==> src/rtl/msgtx_pkg.sv <==
package msgtx_pkg;

    localparam int BYTE_W       = 8;
    localparam int BYTES_PER_DW = 4;
    localparam int HDR_DW       = 4;
    localparam int PAY_DW       = 1;
    localparam int DGST_DW      = 1;
    localparam int ADDR_W       = 64;
    localparam int DATA_W       = 32;
    localparam int CRC_W        = 32;
    localparam int LEN_W        = 10;
    localparam int SLOT_PWR_W   = 10;

    localparam int HDR_BYTES  = HDR_DW * BYTES_PER_DW;
    localparam int ADDR_OFS   = 8;
    localparam int ADDR_BYTES = ADDR_W / BYTE_W;
    localparam int DATA_BYTES = DATA_W / BYTE_W;
    localparam int PAY_END    = HDR_BYTES + PAY_DW * BYTES_PER_DW;
    localparam int TOT_MAX    = PAY_END + DGST_DW * BYTES_PER_DW;
    localparam int IDX_W      = $clog2(TOT_MAX);

    localparam logic [1:0]       FMT_WITH_DATA = 2'b11;
    localparam logic [1:0]       TYPE_MSG      = 2'b10;
    localparam logic [2:0]       ROUTE_BY_ADDR = 3'b001;
    localparam logic [7:0]       CODE_SLOT_PWR = 8'h50;
    localparam logic [LEN_W-1:0] LEN_ONE_DW    = LEN_W'(PAY_DW);
    localparam logic [CRC_W-1:0] CRC_POLY_REV  = 32'hEDB8_8320;
    localparam logic [CRC_W-1:0] CRC_PRESET    = 32'hFFFF_FFFF;

    typedef enum logic [1:0] {
        ST_IDLE,
        ST_HDR,
        ST_PAY,
        ST_DGST
    } seq_state_t;

    typedef struct packed {
        logic [7:0]        bus;
        logic [4:0]        dev;
        logic [2:0]        fn;
        logic [7:0]        code;
        logic [2:0]        route;
        logic              poison;
        logic              digest;
        logic [ADDR_W-1:0] addr;
        logic [DATA_W-1:0] data;
    } msg_req_t;

endpackage

==> src/rtl/msgtx_hdr_former.sv <==
module msgtx_hdr_former
    import msgtx_pkg::*;
(
    input  msg_req_t          req,
    input  logic [IDX_W-1:0]  idx,
    output logic [BYTE_W-1:0] pkt_byte,
    output logic [BYTE_W-1:0] vmask
);

    logic [BYTE_W-1:0] pkt [PAY_END];
    logic [ADDR_W-1:0] addr_m;
    logic [DATA_W-1:0] data_m;

    always_comb begin
        if (req.route == ROUTE_BY_ADDR) begin
            addr_m = {req.addr[ADDR_W-1:2], 2'b00};
        end else begin
            addr_m = '0;
        end
        if (req.code == CODE_SLOT_PWR) begin
            data_m = {{(DATA_W-SLOT_PWR_W){1'b0}}, req.data[SLOT_PWR_W-1:0]};
        end else begin
            data_m = req.data;
        end
    end

    always_comb begin
        pkt[0] = {1'b0, FMT_WITH_DATA, TYPE_MSG, req.route};
        pkt[1] = {1'b0, 3'b000, 4'b0000};
        pkt[2] = {req.digest, req.poison, 2'b00, 2'b00, LEN_ONE_DW[LEN_W-1:8]};
        pkt[3] = LEN_ONE_DW[7:0];
        pkt[4] = req.bus;
        pkt[5] = {req.dev, req.fn};
        pkt[6] = 8'h00;
        pkt[7] = req.code;
        for (int k = 0; k < ADDR_BYTES; k++) begin
            pkt[ADDR_OFS + k] = addr_m[ADDR_W - 1 - BYTE_W * k -: BYTE_W];
        end
        for (int k = 0; k < DATA_BYTES; k++) begin
            pkt[HDR_BYTES + k] = data_m[DATA_W - 1 - BYTE_W * k -: BYTE_W];
        end
    end

    always_comb begin
        if (idx < IDX_W'(PAY_END)) begin
            pkt_byte = pkt[idx];
        end else begin
            pkt_byte = '0;
        end
        if (idx == IDX_W'(0)) begin
            vmask = 8'h01;
        end else if (idx == IDX_W'(2)) begin
            vmask = 8'h40;
        end else begin
            vmask = 8'h00;
        end
    end

endmodule

==> src/rtl/msgtx_ecrc_acc.sv <==
module msgtx_ecrc_acc
    import msgtx_pkg::*;
(
    input  logic              clk,
    input  logic              rst_n,
    input  logic              clear,
    input  logic              step,
    input  logic [BYTE_W-1:0] byte_i,
    input  logic [BYTE_W-1:0] vmask,
    output logic [CRC_W-1:0]  digest
);

    logic [CRC_W-1:0] crc_q;
    logic [CRC_W-1:0] crc_nx;

    always_comb begin
        crc_nx = crc_q ^ {{(CRC_W-BYTE_W){1'b0}}, byte_i | vmask};
        for (int b = 0; b < BYTE_W; b++) begin
            if (crc_nx[0]) begin
                crc_nx = (crc_nx >> 1) ^ CRC_POLY_REV;
            end else begin
                crc_nx = crc_nx >> 1;
            end
        end
    end

    always_ff @(posedge clk) begin
        if (!rst_n || clear) begin
            crc_q <= CRC_PRESET;
        end else if (step) begin
            crc_q <= crc_nx;
        end
    end

    assign digest = ~crc_q;

endmodule

==> src/rtl/msgtx_seq.sv <==
module msgtx_seq
    import msgtx_pkg::*;
(
    input  logic             clk,
    input  logic             rst_n,
    input  logic             start,
    input  logic             with_dgst,
    input  logic             out_ready,
    output seq_state_t       state,
    output logic [IDX_W-1:0] idx,
    output logic             out_valid,
    output logic             out_last,
    output logic             fire,
    output logic             idle
);

    localparam logic [IDX_W-1:0] HDR_LAST = IDX_W'(HDR_BYTES - 1);
    localparam logic [IDX_W-1:0] PAY_LAST = IDX_W'(PAY_END - 1);
    localparam logic [IDX_W-1:0] DG_LAST  = IDX_W'(TOT_MAX - 1);

    seq_state_t       state_nx;
    logic [IDX_W-1:0] idx_nx;

    always_ff @(posedge clk) begin
        if (!rst_n) begin
            state <= ST_IDLE;
            idx   <= '0;
        end else begin
            state <= state_nx;
            idx   <= idx_nx;
        end
    end

    always_comb begin
        state_nx = state;
        idx_nx   = idx;
        unique case (state)
            ST_IDLE: begin
                if (start) begin
                    state_nx = ST_HDR;
                    idx_nx   = '0;
                end
            end
            ST_HDR: begin
                if (fire) begin
                    idx_nx = idx + 1'b1;
                    if (idx == HDR_LAST) begin
                        state_nx = ST_PAY;
                    end
                end
            end
            ST_PAY: begin
                if (fire) begin
                    if (idx != PAY_LAST) begin
                        idx_nx = idx + 1'b1;
                    end else if (with_dgst) begin
                        state_nx = ST_DGST;
                        idx_nx   = idx + 1'b1;
                    end else begin
                        state_nx = ST_IDLE;
                        idx_nx   = '0;
                    end
                end
            end
            ST_DGST: begin
                if (fire) begin
                    if (idx == DG_LAST) begin
                        state_nx = ST_IDLE;
                        idx_nx   = '0;
                    end else begin
                        idx_nx = idx + 1'b1;
                    end
                end
            end
            default: begin
                state_nx = ST_IDLE;
                idx_nx   = '0;
            end
        endcase
    end

    always_comb begin
        out_valid = 1'b0;
        out_last  = 1'b0;
        idle      = 1'b0;
        unique case (state)
            ST_IDLE: idle = 1'b1;
            ST_HDR:  out_valid = 1'b1;
            ST_PAY: begin
                out_valid = 1'b1;
                out_last  = (idx == PAY_LAST) && !with_dgst;
            end
            ST_DGST: begin
                out_valid = 1'b1;
                out_last  = (idx == DG_LAST);
            end
            default: idle = 1'b0;
        endcase
        fire = out_valid && out_ready;
    end

endmodule

==> src/rtl/msg_tlp_tx.sv <==
module msg_tlp_tx
    import msgtx_pkg::*;
(
    input  logic        clk,
    input  logic        rst_n,
    input  logic        req_valid,
    output logic        req_ready,
    input  logic [7:0]  req_bus,
    input  logic [4:0]  req_dev,
    input  logic [2:0]  req_fn,
    input  logic [7:0]  req_code,
    input  logic [2:0]  req_route,
    input  logic        req_poison,
    input  logic        req_digest,
    input  logic [63:0] req_addr,
    input  logic [31:0] req_data,
    output logic        out_valid,
    input  logic        out_ready,
    output logic [7:0]  out_byte,
    output logic        out_last
);

    msg_req_t          req_in;
    msg_req_t          req_q;
    seq_state_t        state;
    logic [IDX_W-1:0]  idx;
    logic [IDX_W-1:0]  dsel;
    logic              fire;
    logic              idle;
    logic              start;
    logic [BYTE_W-1:0] pkt_byte;
    logic [BYTE_W-1:0] vmask;
    logic [CRC_W-1:0]  digest;

    always_comb begin
        req_in.bus    = req_bus;
        req_in.dev    = req_dev;
        req_in.fn     = req_fn;
        req_in.code   = req_code;
        req_in.route  = req_route;
        req_in.poison = req_poison;
        req_in.digest = req_digest;
        req_in.addr   = req_addr;
        req_in.data   = req_data;
    end

    assign req_ready = idle;
    assign start     = req_valid && idle;

    always_ff @(posedge clk) begin
        if (!rst_n) begin
            req_q <= '0;
        end else if (start) begin
            req_q <= req_in;
        end
    end

    msgtx_seq u_seq (
        .clk       (clk),
        .rst_n     (rst_n),
        .start     (start),
        .with_dgst (req_q.digest),
        .out_ready (out_ready),
        .state     (state),
        .idx       (idx),
        .out_valid (out_valid),
        .out_last  (out_last),
        .fire      (fire),
        .idle      (idle)
    );

    msgtx_hdr_former u_form (
        .req      (req_q),
        .idx      (idx),
        .pkt_byte (pkt_byte),
        .vmask    (vmask)
    );

    msgtx_ecrc_acc u_crc (
        .clk    (clk),
        .rst_n  (rst_n),
        .clear  (start),
        .step   (fire && (state != ST_DGST)),
        .byte_i (pkt_byte),
        .vmask  (vmask),
        .digest (digest)
    );

    assign dsel = idx - IDX_W'(PAY_END);

    always_comb begin
        if (state == ST_DGST) begin
            out_byte = digest[BYTE_W * dsel[1:0] +: BYTE_W];
        end else begin
            out_byte = pkt_byte;
        end
    end

endmodule

==> config.mk <==
export PLATFORM = sky130hd
export DESIGN_NAME = msg_tlp_tx
export DESIGN_NICKNAME = d
export VERILOG_FILES = /design/src/rtl/msgtx_pkg.sv /design/src/rtl/msgtx_hdr_former.sv /design/src/rtl/msgtx_ecrc_acc.sv /design/src/rtl/msgtx_seq.sv /design/src/rtl/msg_tlp_tx.sv
export SDC_FILE = /design/constraint.sdc
export NUM_CORES = 1
export LEC_CHECK = 0
export CAP_MARGIN = 20
export CORE_MARGIN = 2
export CORE_UTILIZATION = 64
export CTS_CLUSTER_DIAMETER = 150
export DETAILED_ROUTE_END_ITERATION = 8
export DONT_BUFFER_PORTS = 1
export GPL_ROUTABILITY_DRIVEN = 0
export HOLD_SLACK_MARGIN = 0.08
export PLACE_DENSITY = 0.83
export SLEW_MARGIN = 20
export SYNTH_ARGS = -nofsm -noshare
export SYNTH_HDL_FRONTEND = slang
export SYNTH_SLANG_ARGS = --single-unit
==> constraint.sdc <==
create_clock -name clk -period 3.62 [get_ports clk]
set_input_delay 0.724 -clock clk [delete_from_list [all_inputs] [get_ports clk]]
set_output_delay 0.724 -clock clk [all_outputs]
set_load 0.03 [all_outputs]
* After elaboration in Yosys (flattened, before gate mapping)
Cells that the tools add are included.
Word-level totals: register bits after elaboration 164, input port bits 129, output and inout port bits 11, logic and storage cells 96
Cells by class: add/sub/neg operators 2, order comparisons 2, eq/ne operators 18, shift operators 1, mux-type cells 37, bitwise operators 12, reductions and logical operators 12
Operators with widths (count):
- $mux W32 | 9
- $not A13 Y14 | 8
- $mux W64 | 1
- $bmux W8 S5 | 1
- $mux W8 | 5
- $mux W5 | 7
- $not A32 Y32 | 1
- $shiftx A32 B6 Y8 | 1
- $xor A32 B8 Y32 | 1
- $pmux W5 S4 | 1
- $mux W2 | 8
- $eq A5 B5 Y1 const B | 2
- $ne A2 B2 Y1 const B | 5
- $eq A8 B7 Y1 const B | 1
- $or A8 B8 Y8 | 1
- $pmux W2 S4 | 1
- $mux W7 | 1
- $reduce_and A7 Y1 | 1
- $ge A6 B6 Y1 const B | 1
- $ne A2 B1 Y1 const B | 3
- $not A5 Y6 | 1
- $add A5 B1 Y5 const B | 1
- $eq A5 B2 Y1 const B | 1
- $eq A5 B4 Y1 const B | 1
- 15 further kinds | 21

* Longest topological paths before layout
depth after elaboration 24, gate-level depth with buffers 13, depth with buffers taken out 10

* Modules after synthesis
Synthesis repeated with hierarchy kept, for this count alone.
Unflattened totals: cell total of the unflattened synthesis 1029, area, all modules 9512.9 um2
By module, submodules not included:
- msg_tlp_tx | times used 1, cells an instance 591, area an instance 5611.6 um2, sequential area each 2502.4 um2
- msgtx_ecrc_acc | times used 1, cells an instance 218, area an instance 2060.7 um2, sequential area each 640.6 um2
- msgtx_hdr_former | times used 1, cells an instance 160, area an instance 1357.6 um2, sequential area each 0.0 um2
- msgtx_seq | times used 1, cells an instance 60, area an instance 483.0 um2, sequential area each 140.1 um2

* Worst setup path after synthesis
OpenSTA, ideal clock, no wires.
path kind flip-flop to output port, start register u_seq.idx[0], end output port out_byte[5], arrival time 2.522 ns, data required time 2.896 ns, path slack 0.374 ns, stages on the path, launching flop included 8, buffers on the path 5, cells stage by stage dfxtp_1 -> buf_4 -> buf_6 -> buf_6 -> buf_2 -> clkbuf_1 -> mux4_2 -> a31oi_1
On the way: word-level cells in the longest chain between the ends 6, elaborated cells between the ends (all ways) 9, classes of those cells add/sub: 1; order compare: 1; shift: 1; mux: 5; bitwise: 1
Ends and longest elaborated chain:
- start: declaration | line msgtx_seq.sv:10 | output logic [IDX_W-1:0] idx,
- start signal: assignment | line msgtx_seq.sv:30 | idx <= idx_nx;
- parallel branches: the longest is 5 deep, another holds $sub A2 B1 Y2
- $mux W8 * | line msg_tlp_tx.sv:92 | if (state == ST_DGST) begin
- end: declaration | line msg_tlp_tx.sv:19 | output logic [7:0] out_byte,
Every way passes the cells marked *. The select of a mux whose other input is x is not followed.

* Final worst setup path
start register u_seq.idx[1], end output port out_byte[1]
The elaborated chain is that of the path after synthesis.

==> results.md <==
* Seq/Total Area, Yosys at 38.44%
* Via/cell ratio at 6.028
* Unique cell type count in the Yosys netlist at 69
* CORE AREA at 0.01272 mm²
* Clock buffer count from CTS at 17
* GRT busiest layer: met2
* Leak Pwr at 3.476 nW
* Post-CTS Hold Fix Bufs at 0
* Vias in the first global route at 6403
* Chip height at 118.8 µm
* Clk sinks at 162
* Relative slew margins at 52.82%
* Worst EP arrival at 2750 ps
* Largest net degree at the start of global routing at 132
* Cell row count at 41
* Yosys warns at 0
* Initial antenna violation count at 0
* CP startpoint: u_seq.idx[1]$_SDFFE_PN0P_
* Initial Util at 66.32%
* Worst R2R Setup Slack at 320 ps
* DR WL/cell at 18.21 µm
* CTS root buf: clkbuf_16
* Post-DP HPWL at 14060 µm
* End of the worst register-to-register path: u_crc.crc_q[22]$_SDFFE_PP1P_
* Hold Slack at 430.7 ps
* Routed Antenna Nets at 0
* Layout cells sized above 1 at 13.93%
* Worst reg2reg path depth at 11
* Die area at 0.01412 mm²
* Final Slew Violations at 0
* Clock buffer depth at 2
* Max cap viols at 0
* Cell Pwr Density at 801.4 mW/mm²
* Min cycle time layout at 3470 ps
* Clock transition at path regs at 60 ps
* # DRC at 0
* Fmax at 288.2 MHz
* Synthesized area at 0.008437 mm²
* Final WS setup at 149.7 ps
* First-pass GRT wire length at 32710 µm
* Routed WL at 20520 µm
* Syn-to-layout area delta at 10.25%
* RSZ-0062 raised after global routing: false
* Post-synthesis cell count at 954
* Post-CTS setup repair buffer count at 0
* Pre-antenna DRT Iters at 7
* VDD IR max at 0.4882 mV
* Post-route clock skew at 6.976 ps
* Count of flip-flops with a built-in enable after synthesis at 0
* Commonest cells after routing, fill and taps aside: nand2_1, dfxtp_1, a21boi_0, buf_4, xnor2_1
* Routing usage on met1 at 40.31%
* Worst setup path class: reg2out
* Final worst-path cycle share at 95.86%
* Hold-critical path depth at 2
* Met2 Use GR at 43.61%
* Post-Synthesis Net Count at 1087
* Final hold viol count at 0
* Setup Viol. Count Final at 0
* Via Count at 6794
* Initial drt markers at 968
* Die Wd at 118.8 µm
* CTS HTree Levels at 4
* Commonest non-fill, non-tap cell in the layout: nand2_1
* Crit path max fanout at 17
* Total GRT Usage at 29.40%
* Setup crit start kind: flip-flop
* Worst Hold Class: in2reg
* IO Port Bufs at 0
* Global routing usage on met3 at 8.381%
* CP Capture Type: output port
* Final nets at 1075
* Critical Path End: out_byte[1]
* Core Util, Final at 73.11%
* Antenna cells at 0
* CP Data Required Time at 2900 ps
* Fillers at 1011
* Later-pin clock latency in the skew report at 430 ps
* Ys async rst share at 0%
* Final setup TNS at 0 ps
* Outcome: completed
* R2r startpoint: u_seq.idx[1]$_SDFFE_PN0P_
* CTS tree: yes
* CTS resizes at 0
* #FFs+latches synth at 162
* Worst slew pin tran at 688.0 ps
* Top Ports at 140
* Avg Inst Size Synth at 8.844 µm²
* GRT overflow at 0
* Post-place setup slack at 208.9 ps
* Prevailing post-synth register cell: dfxtp_1
stage by stage:
step / cells / total power, mW / area [µm²]
6_report: 1127 / 7.454 / 9301
5_1_grt: 1127 / 7.838 / 9301
4_1_cts: 1127 / 7.437 / 9296
3_5_place_dp: 1095 / 5.487 / 8671
3_3_place_gp: 1095 / 5.421 / 8671
2_1_floorplan: 954 / 4.780 / 8437
cells in the mapped netlist, drive strengths merged, types with 5 or more instances:
cell	count	share of area, %
xor2	23	2.8
buf	21	1.7
a21oi	24	1.5
a22oi	5	0.44
o211ai	20	1.8
mux2i	19	2.3
clkbuf	51	2.3
nand2	286	13
xnor2	39	5.2
nor3	10	0.59
nand2b	8	0.59
o21ai	26	1.5
nor2	13	0.61
mux4	21	5.6
a2111oi	6	0.92
dfxtp	162	38
nand3	7	0.42
and2	8	0.59
mux2	7	0.93
a21boi	126	11
inv	9	0.40
a31oi	6	0.52
flip-flops by register name, summed over array words and instances, names as in the netlist:
| name | cells |
|---|---|
| u_seq.idx | 5 |
| u_crc.crc_q | 32 |
| u_seq.state | 2 |
| req_q | 123 |
layer usage:
metal | vias to the layer above | part of all wire, %
li1 | 3261 | -
met1 | 3185 | 44
met4 | 0 | 3.3
met5 | - | 0
met2 | 291 | 44
met3 | 57 | 8.9
layout make-up:
cell class	instances	area (µm²)	share of cell area, %
Clock inverter	13	182.7	1.964
Inverter	9	33.78	0.3632
Tap cell	172	215.2	2.314
Multi-Input combinational cell	711	4843	52.07
Clock buffer	19	442.9	4.762
Sequential cell	162	3251	34.95
Timing Repair Buffer	41	332.8	3.578
kinds of logic after synthesis:
| group | count (synthesis) | synth area share, % |
|---|---|---|
| multiplexers | 47 | 8.794 |
| adder cells (fa/ha/maj) | 4 | 0.5932 |
| XOR/XNOR | 66 | 9.150 |
| AO/OA/AOI/OAI | 242 | 21.34 |
| flip-flops | 162 | 38.44 |
| buffers and inverters | 81 | 4.405 |
| AND/OR/NAND/NOR | 352 | 17.28 |
how the worst min path moves through the flow:
| stage | from | endpoint | slack [ps] |
|---|---|---|---|
| global placement | req_q[19]$_SDFFE_PN0P_ | req_q[19]$_SDFFE_PN0P_ | 450 |
| finish | req_addr[31] | req_q[63]$_SDFFE_PN0P_ | 430 |
| floorplan | req_q[123]$_SDFFE_PN0P_ | req_q[123]$_SDFFE_PN0P_ | 440 |
| global route | req_addr[16] | req_q[48]$_SDFFE_PN0P_ | 430 |
| detailed placement | req_q[78]$_SDFFE_PN0P_ | req_q[78]$_SDFFE_PN0P_ | 450 |
| CTS | req_addr[16] | req_q[48]$_SDFFE_PN0P_ | 430 |
critical path, stage by stage, from the launching register on:
cell       delay [ps]
dfxtp_4           430
buf_4             230
nor2_2            280
o21ai_0           140
a2111oi_0         410
buf_4             200
a211oi_2           80
mux2i_1           310
buf_4             230
where the power goes:
group          switching, mW  leakage, nW  internal [mW]
registers              0.310         1.33           2.16
clock network          0.736        0.307           1.17
logic                   1.69         1.84           1.38
total                   2.74         3.48           4.71
No activity file was read; power rests on OpenSTA's default activity.
